[config.mk]
export PLATFORM = sky130hd
export DESIGN_NAME = fdc_host_window
export DESIGN_NICKNAME = d
export VERILOG_FILES = /design/src/rtl/fdcw_pkg.sv /design/src/rtl/fdcw_ctrl.sv /design/src/rtl/fdcw_datapath.sv /design/src/rtl/fdc_host_window.sv
export SDC_FILE = /design/constraint.sdc
export NUM_CORES = 1
export LEC_CHECK = 0
export BUFFER_PORTS_ARGS = -buffer_cell sky130_fd_sc_hd__buf_4
export CORE_MARGIN = 2
export CORE_UTILIZATION = 45
export DETAILED_ROUTE_END_ITERATION = 10
export PLACE_DENSITY = 0.81
export SLEW_MARGIN = 20
export SYNTH_ARGS = -nofsm -noshare
export SYNTH_HDL_FRONTEND = slang
export SYNTH_SLANG_ARGS = --single-unit
export TNS_END_PERCENT = 5
[constraint.sdc]
create_clock -name clk -period 3.6 [get_ports clk]
set_input_delay 0.72 -clock clk [delete_from_list [all_inputs] [get_ports clk]]
set_output_delay 0.72 -clock clk [all_outputs]
set_load 0.02 [all_outputs]
[src/rtl/fdcw_pkg.sv]
package fdcw_pkg;

  localparam int OFS_W = 3;

  typedef enum logic [OFS_W-1:0] {
    OFS_STATUS = 3'd0,
    OFS_TYPE   = 3'd1,
    OFS_PTRHI  = 3'd2,
    OFS_RESULT = 3'd3,
    OFS_SPARE4 = 3'd4,
    OFS_SPARE5 = 3'd5,
    OFS_SPARE6 = 3'd6,
    OFS_RESET  = 3'd7
  } ofs_e;

  localparam logic [1:0] TYPE_ERROR = 2'b00;
  localparam logic [1:0] TYPE_READY = 2'b10;

  typedef struct packed {
    logic rdHit;
    ofs_e rdOfs;
    logic wrPtrLo;
    logic wrPtrHi;
    logic wrReset;
    logic rdResult;
  } strobe_t;

endpackage

[src/rtl/fdcw_ctrl.sv]
module fdcw_ctrl
  import fdcw_pkg::*;
#(
  parameter int ADDR_W = 8,
  parameter logic [ADDR_W-1:0] BASE_ADDR = 'h40
) (
  input  logic              clk,
  input  logic              rstN,
  input  logic [ADDR_W-1:0] ioAddr,
  input  logic              ioRd,
  input  logic              ioWr,
  input  logic              engineBusy,
  output strobe_t           strb,
  output logic              startPulse,
  output logic              subsysReset
);

  localparam int TAG_W = ADDR_W - OFS_W;
  localparam logic [TAG_W-1:0] BASE_TAG = BASE_ADDR[ADDR_W-1:OFS_W];

  logic inWindow;
  ofs_e ofs;

  assign inWindow = (ioAddr[ADDR_W-1:OFS_W] == BASE_TAG);
  assign ofs      = ofs_e'(ioAddr[OFS_W-1:0]);

  always_comb begin
    strb          = '0;
    strb.rdOfs    = ofs;
    strb.rdHit    = ioRd && inWindow;
    strb.rdResult = ioRd && inWindow && (ofs == OFS_RESULT);
    strb.wrPtrLo  = ioWr && inWindow && (ofs == OFS_TYPE);
    strb.wrPtrHi  = ioWr && inWindow && (ofs == OFS_PTRHI);
    strb.wrReset  = ioWr && inWindow && (ofs == OFS_RESET);
  end

  always_ff @(posedge clk or negedge rstN) begin
    if (!rstN) begin
      startPulse  <= 1'b0;
      subsysReset <= 1'b0;
    end else begin
      startPulse  <= strb.wrPtrHi && !engineBusy;
      subsysReset <= strb.wrReset;
    end
  end

endmodule

[src/rtl/fdcw_datapath.sv]
module fdcw_datapath
  import fdcw_pkg::*;
#(
  parameter int  NUM_DRIVES = 4,
  parameter bit  CTRL_PRESENT = 1'b1,
  parameter bit  DD_PRESENT = 1'b1
) (
  input  logic                  clk,
  input  logic                  rstN,
  input  strobe_t               strb,
  input  logic [7:0]            wrData,
  input  logic [NUM_DRIVES-1:0] driveReady,
  input  logic                  doneValid,
  input  logic [1:0]            doneType,
  input  logic [7:0]            doneErr,
  output logic [7:0]            rdData,
  output logic [15:0]           paramPtr,
  output logic                  irqState
);

  logic [7:0] ptrLo;
  logic [1:0] resType;
  logic [7:0] resErr;
  logic [7:0] statusByte;
  logic [7:0] readyMap;
  logic [7:0] resultByte;

  always_ff @(posedge clk or negedge rstN) begin
    if (!rstN) begin
      ptrLo    <= '0;
      paramPtr <= '0;
      resType  <= TYPE_ERROR;
      resErr   <= '0;
      irqState <= 1'b0;
    end else if (strb.wrReset) begin
      ptrLo    <= '0;
      paramPtr <= '0;
      resType  <= TYPE_ERROR;
      resErr   <= '0;
      irqState <= 1'b0;
    end else begin
      if (strb.wrPtrLo) ptrLo <= wrData;
      if (strb.wrPtrHi) paramPtr <= {wrData, ptrLo};
      if (doneValid) begin
        resType <= doneType;
        resErr  <= doneErr;
      end
      if (doneValid)          irqState <= 1'b1;
      else if (strb.rdResult) irqState <= 1'b0;
    end
  end

  always_comb begin
    statusByte = {1'b0, driveReady[3], driveReady[2], DD_PRESENT, CTRL_PRESENT,
                  irqState, driveReady[1], driveReady[0]};
    readyMap   = {driveReady[1], driveReady[0], driveReady[3], driveReady[2], 4'b0000};
    unique case (resType)
      TYPE_ERROR: resultByte = resErr;
      TYPE_READY: resultByte = readyMap;
      default:    resultByte = 8'h00;
    endcase
  end

  always_comb begin
    rdData = 8'h00;
    if (strb.rdHit) begin
      unique case (strb.rdOfs)
        OFS_STATUS: rdData = statusByte;
        OFS_TYPE:   rdData = {6'b000000, resType};
        OFS_RESULT: rdData = resultByte;
        default:    rdData = 8'h00;
      endcase
    end
  end

endmodule

[src/rtl/fdc_host_window.sv]
module fdc_host_window
  import fdcw_pkg::*;
#(
  parameter int ADDR_W = 8,
  parameter logic [ADDR_W-1:0] BASE_ADDR = 'h40,
  parameter bit CTRL_PRESENT = 1'b1,
  parameter bit DD_PRESENT = 1'b1
) (
  input  logic              clk,
  input  logic              rstN,
  input  logic [ADDR_W-1:0] ioAddr,
  input  logic              ioRd,
  input  logic              ioWr,
  input  logic [7:0]        ioWrData,
  output logic [7:0]        ioRdData,
  input  logic [3:0]        driveReady,
  input  logic              engineBusy,
  input  logic              doneValid,
  input  logic [1:0]        doneType,
  input  logic [7:0]        doneErr,
  output logic              startPulse,
  output logic [15:0]       paramPtr,
  output logic              subsysReset
);

  localparam int NUM_DRIVES = 4;

  strobe_t strb;
  logic    irqState;

  fdcw_ctrl #(
    .ADDR_W    (ADDR_W),
    .BASE_ADDR (BASE_ADDR)
  ) u_ctrl (
    .clk         (clk),
    .rstN        (rstN),
    .ioAddr      (ioAddr),
    .ioRd        (ioRd),
    .ioWr        (ioWr),
    .engineBusy  (engineBusy),
    .strb        (strb),
    .startPulse  (startPulse),
    .subsysReset (subsysReset)
  );

  fdcw_datapath #(
    .NUM_DRIVES   (NUM_DRIVES),
    .CTRL_PRESENT (CTRL_PRESENT),
    .DD_PRESENT   (DD_PRESENT)
  ) u_dp (
    .clk        (clk),
    .rstN       (rstN),
    .strb       (strb),
    .wrData     (ioWrData),
    .driveReady (driveReady),
    .doneValid  (doneValid),
    .doneType   (doneType),
    .doneErr    (doneErr),
    .rdData     (ioRdData),
    .paramPtr   (paramPtr),
    .irqState   (irqState)
  );

endmodule

==> results of run 1 <==
## worst max-delay path, delay by kind of cell
kind | cells | cell delay (ps)
and+or+nand+nor | 3 | 940
buffers and inverters | 2 | 310
## layer usage
layer	up-vias	wire, um	GRT usage, %
li1	640	-	-
met1	645	1780	27.4
met2	54	1860	32.2
met3	4	310	5.73
met4	0	26	6.25
met5	-	0	0
## sequential cells by signal (all words and copies together) (netlist names)
register	count
u_dp.ptrLo	8
u_ctrl.startPulse	1
u_dp.irqState	1
u_dp.resErr	8
u_dp.paramPtr	16
u_dp.resType	2
u_ctrl.subsysReset	1
## final timing paths
| path | cells after the start | slack, ps | startpoint | endpoint |
|---|---|---|---|---|
| worst max-delay path | 5 | 910 | ioAddr[2] | ioRdData[0] |
| max in group asynchronous | 1 | 2890 | rstN | u_dp.resErr[2] |
| worst min-delay path | 1 | 380 | rstN | u_dp.resErr[7] |
| min in group clk | 1 | 500 | u_dp.ptrLo[1] | u_dp.ptrLo[1] |
| worst max register to register | 2 | 2790 | u_dp.resType[1] | u_dp.resType[1] |
| worst min register to register | 1 | 500 | u_dp.ptrLo[1] | u_dp.ptrLo[1] |
## metrics by stage
stage          power [mW]  std cells  setup slack (ps)  hold WS [ps]  instance area (um2)
6_report            0.836        248               912           379                 2240
3_3_place_gp        0.565        241              1040           483                 2160
3_5_place_dp        0.570        241               935           483                 2160
2_1_floorplan       0.510        140              1050           424                 1680
5_1_grt             0.883        248               814           399                 2240
4_1_cts             0.846        248               936           382                 2240
## power by group through the flow
stage	registers [mW]	logic [mW]	clock network (mW)
2_1_floorplan	0.458	0.0517	0
3_3_place_gp	0.457	0.108	0
3_5_place_dp	0.458	0.112	0
4_1_cts	0.451	0.111	0.284
5_1_grt	0.453	0.121	0.308
6_report	0.451	0.111	0.275
## kinds of logic (layout without fill, tap and decap cells)
group / Yosys count / in the layout
multiplexers: 16 / 16
buffers and inverters: 10 / 70
flip-flops: 37 / 37
AND/OR/NAND/NOR: 43 / 43
AO/OA/AOI/OAI: 32 / 32
XOR/XNOR: 2 / 2
## layout make-up
type | count | area (um2) | share of cell area [%]
clock buffers | 6 | 72.6 | 3.24
clock inverters | 1 | 8.76 | 0.391
inverters | 1 | 3.75 | 0.168
multi-input cells | 93 | 703 | 31.4
flip-flops and latches | 37 | 926 | 41.3
well taps | 48 | 60.1 | 2.68
repair buffers | 62 | 465 | 20.8
## cells in the mapped netlist, types with 2 or more instances
cell | instances | area [um2]
a21oi_1 | 2 | 10.0
a22o_1 | 24 | 210
a22oi_1 | 2 | 15.0
a32oi_1 | 3 | 26.3
buf_2 | 2 | 10.0
clkbuf_1 | 5 | 18.8
dfrtp_1 | 37 | 926
mux2_2 | 4 | 45.0
mux2i_1 | 12 | 120
nand2_1 | 2 | 7.51
nand3_1 | 2 | 10.0
nand4_1 | 4 | 25.0
nor2_1 | 20 | 75.1
nor3_1 | 2 | 10.0
xnor2_1 | 2 | 17.5
## layout by cell type (no fill, tap or decap), types with 2 or more instances in the layout
cell,netlist,layout
a22oi_1,2,2
buf_4,0,62
a22o_1,24,24
nand2_1,2,2
nor2_1,20,20
nor3_1,2,2
nand4_1,4,4
dfrtp_1,37,37
a32oi_1,3,3
nand3_1,2,2
mux2i_1,12,12
xnor2_1,2,2
mux2_2,4,4
clkbuf_8,0,5
a21oi_1,2,2
==> summary.txt, run 1 <==
Global route
  • Total gr overflow: 0
  • Vias in the first global route: 1,327
  • First-pass GRT wire length: 6.47 mm
  • Maximum number of pins on one net before global-route repair: 38
  • Initial antenna violation count: 0
  • GR Util All Layers: 20.4%

Finish
  • # diodes: 0
  • Share of layout cells above drive strength 1: 38.5%
  • Fillcell total: 315
  • P&R area growth vs syn: 33.6%
  • Final core occ: 61.6%
  • Final net count: 236

Floorplanning
  • Die area: 4230 um2
  • Starting Density: 46.1%
  • Chip Width: 65.0 um
  • Row count: 22
  • Core Region: 3630 um2
  • Num ports: 62
  • Die Y: 65.0 um

Synth
  • Synthesized area: 1680 um2
  • Post-synthesis xor/xnor area fraction: 1.04%
  • Post-synth EDFFs: 0
  • Largest family of logic cells by synthesized area: compound AO/OA/AOI/OAI gates
  • Post-Synth Adder-Cell Area: 0%
  • Cells after Synth: 140
  • Mux cell area share after synthesis: 9.85%
  • Synth Area in Compound Gates: 16.0%
  • Synth Area per Inst: 12.0 um2
  • Sequential-to-total area share from yosys stat: 55.2%
  • Synth Area in Simple Gates: 15.0%
  • Synth unique cells: 32
  • Async set-reset flop share out of synthesis: 100%
  • #FFs+latches synth: 37
  • Synth Flop Type: dfrtp_1
  • Syn nets: 176
  • Syn. warnings: 0

Power
  • Leakage: 1.11 nW
  • Cell Pwr Density: 373 nW/um2
  • Worst vdd ir: 238 uV
  • Gate power share: 13.2%
  • Clock network fraction of total power: 32.9%
  • Sw frac: 24.8%
  • Internal power: 629 uW
  • Power share of the sequential group: 53.9%
  • NetSw: 208 uW

Placed design
  • I/O Buffers: 61
  • RD Place Congestion: 0.962
  • DP Wirelength: 2.86 mm

Detailed routing
  • Antenna Nets Post-Route: 0
  • Total Routed Length: 3.98 mm
  • DR DRC count: 0
  • Initial drt markers: 80
  • Detailed Routing Iterations Pass 1: 4
  • Routed WL per cell: 16.0 um
  • Vias per cell: 5.42
  • Vias post-DR: 1,343

Timing
  • Pins Over Slew Limit: 0
  • Fin crit share: 74.7%
  • Worst slew pin tran: 868 ps
  • Clk_skew: 7.11 ps
  • Final setup fails: 0
  • Total negative slack: 0 ps
  • Fmax: 372 MHz
  • Worst rel slew slack: 41.7%
  • Hold Violations, Final: 0
  • RSZ-0062 raised after global routing: false
  • Tmin final: 2690 ps

CTS
  • CTS Buffer Depth: 2
  • PostCTS Resize Cnt: 0
  • Clock Pin Slew Worst Setup and Hold Paths: 70 ps
  • Post-CTS Setup Inserts: 0
  • Total CTS buffers: 5
  • H-tree lvl count: 2
  • CTS tree: built
  • Clock Sinks: 37
  • Clock tree root driver cell: clkbuf_8
  • Worst-Skew Late Latency: 290 ps
  • Hold_buf cts: 0

Status
  • Status: completed

Worst hold path
  • Min-Delay Path Class: in -> async

Worst setup path
  • Worst path cell trace: buf_4 > nor4b_1 > nand3_1 > nor2_1 > buf_4
  • WP data required: 2880 ps
  • Critical path class: in -> out
  • Crit end category: output pin
  • Worst path slowest cell: nor4b_1
  • CP max FO: 8
  • CP dominant cell by count: buf_4
  • Startpoint types: input pin
  • WP data arrival: 1970 ps
  • Worst stage delay on the critical path: 490 ps

Run
  • Total of max-cap violations: 0
Power figures use the tool's default switching activity.
==> run 2, diff against run 1 <==
- clock period: 3.6 -> 2.79 ns (I/O delays scaled with it)
==> summary.txt, run 2 (synthesis results as in run 1) <==
Status
  • Status: completed

Finish
  • Final net count: 238 (+0.85%)
  • # diodes: 0 (unchanged)
  • Max reg flops: 16 (unchanged)
  • Share of layout cells above drive strength 1: 39.1% (+0.61 points)
  • Top Registers: u_dp.paramPtr (16), u_dp.ptrLo (8), u_dp.resErr (8)
  • Post-Layout Cell Count: 250 (+0.81%)
  • Largest Register: u_dp.paramPtr
  • Most frequent cells in the layout: 64 x buf_4, 37 x dfrtp_1, 24 x a22o_1
  • Commonest non-fill, non-tap cell in the layout: buf_4
  • P&R area growth vs syn: 34.8%
  • Final core occ: 62.2% (+0.55 points)

Worst setup path
  • R2R Setup Slk: 1990 ps (-800 ps)
  • Worst stage delay on the critical path: 480 ps (about the same)
  • Critical path class: in -> out
  • Worst path cell trace: buf_4 > nor4b_1 > nand3_1 > nor2_1 > buf_4
  • Crit end category: output pin
  • WP data required: 2230 ps (-650 ps)
  • CP max FO: 8 (unchanged)
  • CP dominant cell by count: buf_4
  • WP data arrival: 1760 ps (-210 ps)
  • Worst path slowest cell: nor4b_1
  • Worst Path Buf+Inv: 2 (unchanged)
  • Startpoint types: input pin
  • Crit-path leading delay family: simple AND/OR/NAND/NOR gates

Global route
  • GR Util All Layers: 20.5% (+0.068 points)
  • Vias in the first global route: 1,342 (+1.1%)
  • Initial antenna violation count: 0 (unchanged)
  • Total gr overflow: 0 (unchanged)
  • Maximum number of pins on one net before global-route repair: 38 (unchanged)
  • First-pass GRT wire length: 6.60 mm (+1.9%)

Power
  • Sw frac: 23.7% (-1.1 points)
  • NetSw: 259 uW (+25%)
  • Power share of the sequential group: 53.2% (-0.7 points)
  • Cell Pwr Density: 484 nW/um2 (+30%)
  • Internal power: 835 uW (+33%)
  • Leakage: 1.12 nW (+1.1%)
  • Gate power share: 13.1% (about the same)
  • Worst vdd ir: 329 uV (+38%)
  • Clock network fraction of total power: 33.7% (+0.8 points)

Detailed routing
  • Vias post-DR: 1,372 (+2.2%)
  • Vias per cell: 5.49 (+1.3%)
  • Detailed Routing Iterations Pass 1: 4 (unchanged)
  • Initial drt markers: 111 (+39%)
  • DR DRC count: 0 (unchanged)
  • Routed WL per cell: 16.1 um (+0.57%)
  • Total Routed Length: 4.03 mm (+1.4%)
  • Antenna Nets Post-Route: 0 (unchanged)

Timing
  • Final worst slack: 469 ps (-443 ps)
  • Pins Over Slew Limit: 0 (unchanged)
  • Total negative slack: 0 ps (unchanged)
  • Clk_skew: 5.25 ps (-1.86 ps)
  • Hold Violations, Final: 0 (unchanged)
  • RSZ-0062 raised after global routing: false
  • Hold_ws: 220 ps (-159 ps)
  • Worst slew pin tran: 497 ps (-370 ps)
  • Tmin final: 2320 ps
  • Fmax: 431 MHz
  • Final setup fails: 0 (unchanged)
  • Fin crit share: 83.2%
  • Worst rel slew slack: 66.4% (+25 points)

Floorplanning
  • Core Region: 3630 um2 (unchanged)
  • Die area: 4230 um2 (unchanged)
  • Chip Width: 65.0 um (unchanged)
  • Starting Density: 46.1% (unchanged)
  • Num ports: 62 (unchanged)
  • Die Y: 65.0 um (unchanged)
  • Row count: 22 (unchanged)

CTS
  • Total CTS buffers: 5 (unchanged)
  • H-tree lvl count: 2 (unchanged)
  • Worst-Skew Late Latency: 280 ps (about the same)
  • Clock Pin Slew Worst Setup and Hold Paths: 70 ps (about the same)
  • Clock tree root driver cell: clkbuf_8
  • PostCTS Resize Cnt: 0 (unchanged)
  • Clock Sinks: 37 (unchanged)
  • Hold_buf cts: 0 (unchanged)
  • CTS tree: built
  • CTS Buffer Depth: 2 (unchanged)
  • Post-CTS Setup Inserts: 0 (unchanged)

Placed design
  • I/O Buffers: 61 (unchanged)
  • Placed Cells: 243 (+0.83%)
  • DP Wirelength: 2.88 mm (+0.58%)
  • Place WS: 487 ps (-449 ps)
  • RD Place Congestion: 0.894 (-7.1%)

Run
  • Total of max-cap violations: 0 (unchanged)

Worst hold path
  • Min-Delay Path Class: in -> async
run 2: routing by layer:
layer	global-route usage, %	routed length [um]
met4	7.29	73
met3	6.42	383
met1	28.5	1770
met2	30.3	1800
met5	0	0
run 2: cell type report:
cell class | instances | area (um2)
clock buffers | 7 | 86.3
repair buffers | 64 | 480
multi-input cells | 93 | 703
well taps | 48 | 60.1
inverters | 1 | 3.75
fillers | 319 | 1370
flip-flops and latches | 37 | 926
run 2: power groups by stage:
stage	sequential, mW	clock (mW)	combinational [mW]
floorplan	0.591	0	0.0667
global placement	0.590	0	0.139
detailed placement	0.591	0	0.144
CTS	0.582	0.377	0.144
global route	0.584	0.406	0.156
finish	0.582	0.369	0.143
run 2: path summary, 6_finish.rpt:
check                           startpoint          endpoint  cells after the start
max                              ioAddr[2]       ioRdData[5]                      5
min                                   rstN    u_dp.resErr[7]                      1
max reg2reg                u_dp.resType[1]   u_dp.resType[1]                      2
min reg2reg                  u_dp.ptrLo[1]     u_dp.ptrLo[1]                      1
max in group asynchronous             rstN  u_dp.paramPtr[3]                      1
min in group clk             u_dp.ptrLo[1]     u_dp.ptrLo[1]                      1
run 2: worst register-to-register path: cells and delay by family, from the launching register on:
family	cells	cell delay, ps
DFF	1	470
and+or+nand+nor	1	50
muxes	1	170
run 2: per-stage QoR:
step           power (mW)  cell area [um2]
3_5_place_dp        0.735             2170
3_3_place_gp        0.729             2170
6_report             1.09             2260
4_1_cts              1.10             2260
5_1_grt              1.15             2260
2_1_floorplan       0.658             1680
==> run 3, diff against run 2 <==
- ABC_AREA: unset -> 1
- PLACE_DENSITY: 0.81 -> 0.79
- clock period: 2.79 -> 2.4 ns (I/O delays scaled with it)
==> summary.txt, run 3 <==
Timing
  • Pins Over Slew Limit: 0 (unchanged)
  • Worst rel slew slack: 64.0% (-2.4 points)
  • Worst slew pin tran: 539 ps (+41.4 ps)
  • Final worst slack: 301 ps (-168 ps)
  • Tmin final: 2100 ps
  • Hold Violations, Final: 0 (unchanged)
  • RSZ-0062 raised after global routing: false
  • Fin crit share: 87.5%
  • Total negative slack: 0 ps (unchanged)
  • Clk_skew: 1.19 ps (-4.06 ps)
  • Hold_ws: 139 ps (-81.5 ps)
  • Fmax: 476 MHz
  • Final setup fails: 0 (unchanged)

CTS
  • Post-CTS Setup Inserts: 0 (unchanged)
  • Worst-Skew Late Latency: 280 ps (about the same)
  • Total CTS buffers: 5 (unchanged)
  • H-tree lvl count: 2 (unchanged)
  • Clock tree root driver cell: clkbuf_8
  • CTS Buffer Depth: 2 (unchanged)
  • PostCTS Resize Cnt: 0 (unchanged)
  • CTS tree: built
  • Clock Sinks: 37 (unchanged)
  • Clock Pin Slew Worst Setup and Hold Paths: 70 ps (about the same)
  • Hold_buf cts: 0 (unchanged)

Power
  • Total Power: 1.24 mW (+13%)
  • Gate power share: 13.2% (about the same)
  • Clock network fraction of total power: 32.8% (-0.9 points)
  • Power share of the sequential group: 54.0% (+0.8 points)
  • Sw frac: 25.4% (+1.7 points)
  • Worst vdd ir: 332 uV (+0.92%)
  • NetSw: 314 uW (+21%)
  • Internal power: 924 uW (+11%)
  • Leakage: 1.32 nW (+18%)
  • Cell Pwr Density: 509 nW/um2 (+5.1%)

Detailed routing
  • Antenna Nets Post-Route: 0 (unchanged)
  • Routed WL per cell: 13.1 um (-19%)
  • Vias post-DR: 1,723 (+26%)
  • Vias per cell: 5.11 (-6.8%)
  • Detailed Routing Iterations Pass 1: 5 (+1)
  • Initial drt markers: 100 (-9.9%)
  • DR DRC count: 0 (unchanged)
  • Total Routed Length: 4.42 mm (+9.6%)

Run
  • Total of max-cap violations: 0 (unchanged)

Synth
  • Post-synth top cells: 74 x nand2_1, 40 x nand3_1, 37 x dfrtp_1, 18 x nand4_1, 9 x nand3_2
  • Largest area contributor in the netlist: dfrtp_1
  • Sequential-to-total area share from yosys stat: 49.1% (-6.2 points)
  • Synth unique cells: 19 (-41%)
  • Top-count cell post-synth: nand2_1
  • Async set-reset flop share out of synthesis: 100% (unchanged)
  • #FFs+latches synth: 37 (unchanged)
  • Synthesized area: 1890 um2 (+13%)
  • Top cells by area, synth: dfrtp_1 49%, nand2_1 15%, nand3_1 11%
  • Synth Area per Inst: 8.35 um2 (-30%)
  • Synth Flop Type: dfrtp_1
  • Post-synth EDFFs: 0 (unchanged)
  • Cells after Synth: 226 (+61%)
  • Syn. warnings: 0 (unchanged)
  • Yosys top cell area share: 49.1% (-6.2 points)
  • Syn nets: 262 (+49%)

Finish
  • P&R area growth vs syn: 29.0%
  • Multi-input logic area: 831 um2 (+18%)
  • Commonest non-fill, non-tap cell in the layout: nand2_1
  • Share of layout cells above drive strength 1: 32.1% (-7.1 points)
  • Most frequent cells in the layout: 74 x nand2_1, 64 x buf_4, 40 x nand3_1
  • Final core occ: 60.4% (-1.8 points)
  • Top Registers: u_dp.paramPtr (16), u_dp.ptrLo (8), u_dp.resErr (8)
  • Fin area: 2430 um2 (+7.7%)
  • Fillcell total: 392 (+23%)
  • Post-Layout Cell Count: 337 (+35%)
  • Largest Register: u_dp.paramPtr
  • Final net count: 323 (+36%)
  • Register area: 926 um2 (unchanged)
  • # diodes: 0 (unchanged)
  • Max reg flops: 16 (unchanged)

Worst setup path
  • R2R Setup Slk: 1650 ps (-340 ps)
  • Crit path from: u_dp.resType[1]
  • Critical R2R Capture: u_dp.resType[1]
  • Crit end category: output pin
  • WP data arrival: 1620 ps (-140 ps)
  • WP data required: 1920 ps (-310 ps)
  • Startpoint types: register
  • CP max FO: 7 (-1)
  • Reg2reg path depth: 2 (unchanged)
  • RR Startpoint: u_dp.resType[1]
  • Critical path class: reg -> out

Floorplanning
  • Chip Width: 68.8 um (+5.7%)
  • Row count: 23 (+4.5%)
  • Core Region: 4030 um2 (+11%)
  • Die area: 4730 um2 (+12%)
  • Die Y: 68.8 um (+5.7%)
  • Num ports: 62 (unchanged)
  • Starting Density: 46.8% (+0.69 points)

Global route
  • Met3 usage in global routing: 3.73% (-2.7 points)
  • Maximum number of pins on one net before global-route repair: 40 (+5.3%)
  • GR Util All Layers: 19.5% (-0.94 points)
  • Total gr overflow: 0 (unchanged)
  • Initial antenna violation count: 0 (unchanged)
  • Vias in the first global route: 1,532 (+14%)
  • Met2 GRT Util: 32.5% (+2.2 points)
  • Busiest grt layer: met2
  • Met1 Usage GRT: 25.0% (-3.5 points)
  • First-pass GRT wire length: 6.78 mm (+2.7%)

Placed design
  • Place WS: 362 ps (-125 ps)
  • Area of placed instances: 2350 um2 (+8.2%)
  • Placed Cells: 330 (+36%)
  • RD Place Congestion: 0.881 (-1.5%)
  • I/O Buffers: 61 (unchanged)
  • DP Wirelength: 3.26 mm (+13%)

Status
  • Status: completed

Worst hold path
  • Min-Delay Path Class: in -> async
run 3: changes by cell type after synthesis, moves of 5 or more:
cell and change:
inv_1 +7, nor2_1 -13, mux2i_1 -12, a21oi_1 +5, a22o_1 -24, nand3_1 +38
nand4_1 +14, nand3_2 +9, nor2_2 +5, nand2_1 +72
run 3: cell families after synthesis:
kind of cell	share of synthesized area, %
compound gates	2.12
buf+inv	6.90
flops	49.1
simple gates	41.9
run 3: final cells by class:
cell class | count | area share (%)
inverter | 14 | 2.16
timing repair buffer | 64 | 19.7
tap | 50 | 2.57
clock inverter | 1 | 0.360
sequential | 37 | 38.0
multi-input combinational | 165 | 34.1
clock buffer | 6 | 2.98
run 3: layer usage:
layer	wire (um)	vias to the layer above	part of all wire (%)
met1	1970	796	45
li1	-	881	-
met3	187	10	4.2
met2	2180	36	49
met5	0	-	0
met4	85	0	1.9
run 3: power groups by stage:
stage	Combinational (mW)	Clock (mW)	Sequential, mW
after floorplan	0.0681	0	0.684
after global placement	0.163	0	0.680
after detailed placement	0.165	0	0.681
after CTS	0.165	0.418	0.669
after global routing	0.183	0.445	0.672
final	0.163	0.406	0.669
run 3: how the worst max path moves through the flow:
stage,end,depth (start not counted)
final,ioRdData[2],6
after global routing,ioRdData[3],6
after CTS,ioRdData[2],6
after detailed placement,ioRdData[3],7
after global placement,ioRdData[7],7
after floorplan,ioRdData[1],5
run 3: worst max-delay path: stages, from the launching register on:
cell     delay [ps]
dfrtp_1         460
nor2_1          290
nand2_1         130
inv_1           110
nand2_1          60
a21oi_1         130
buf_4           160
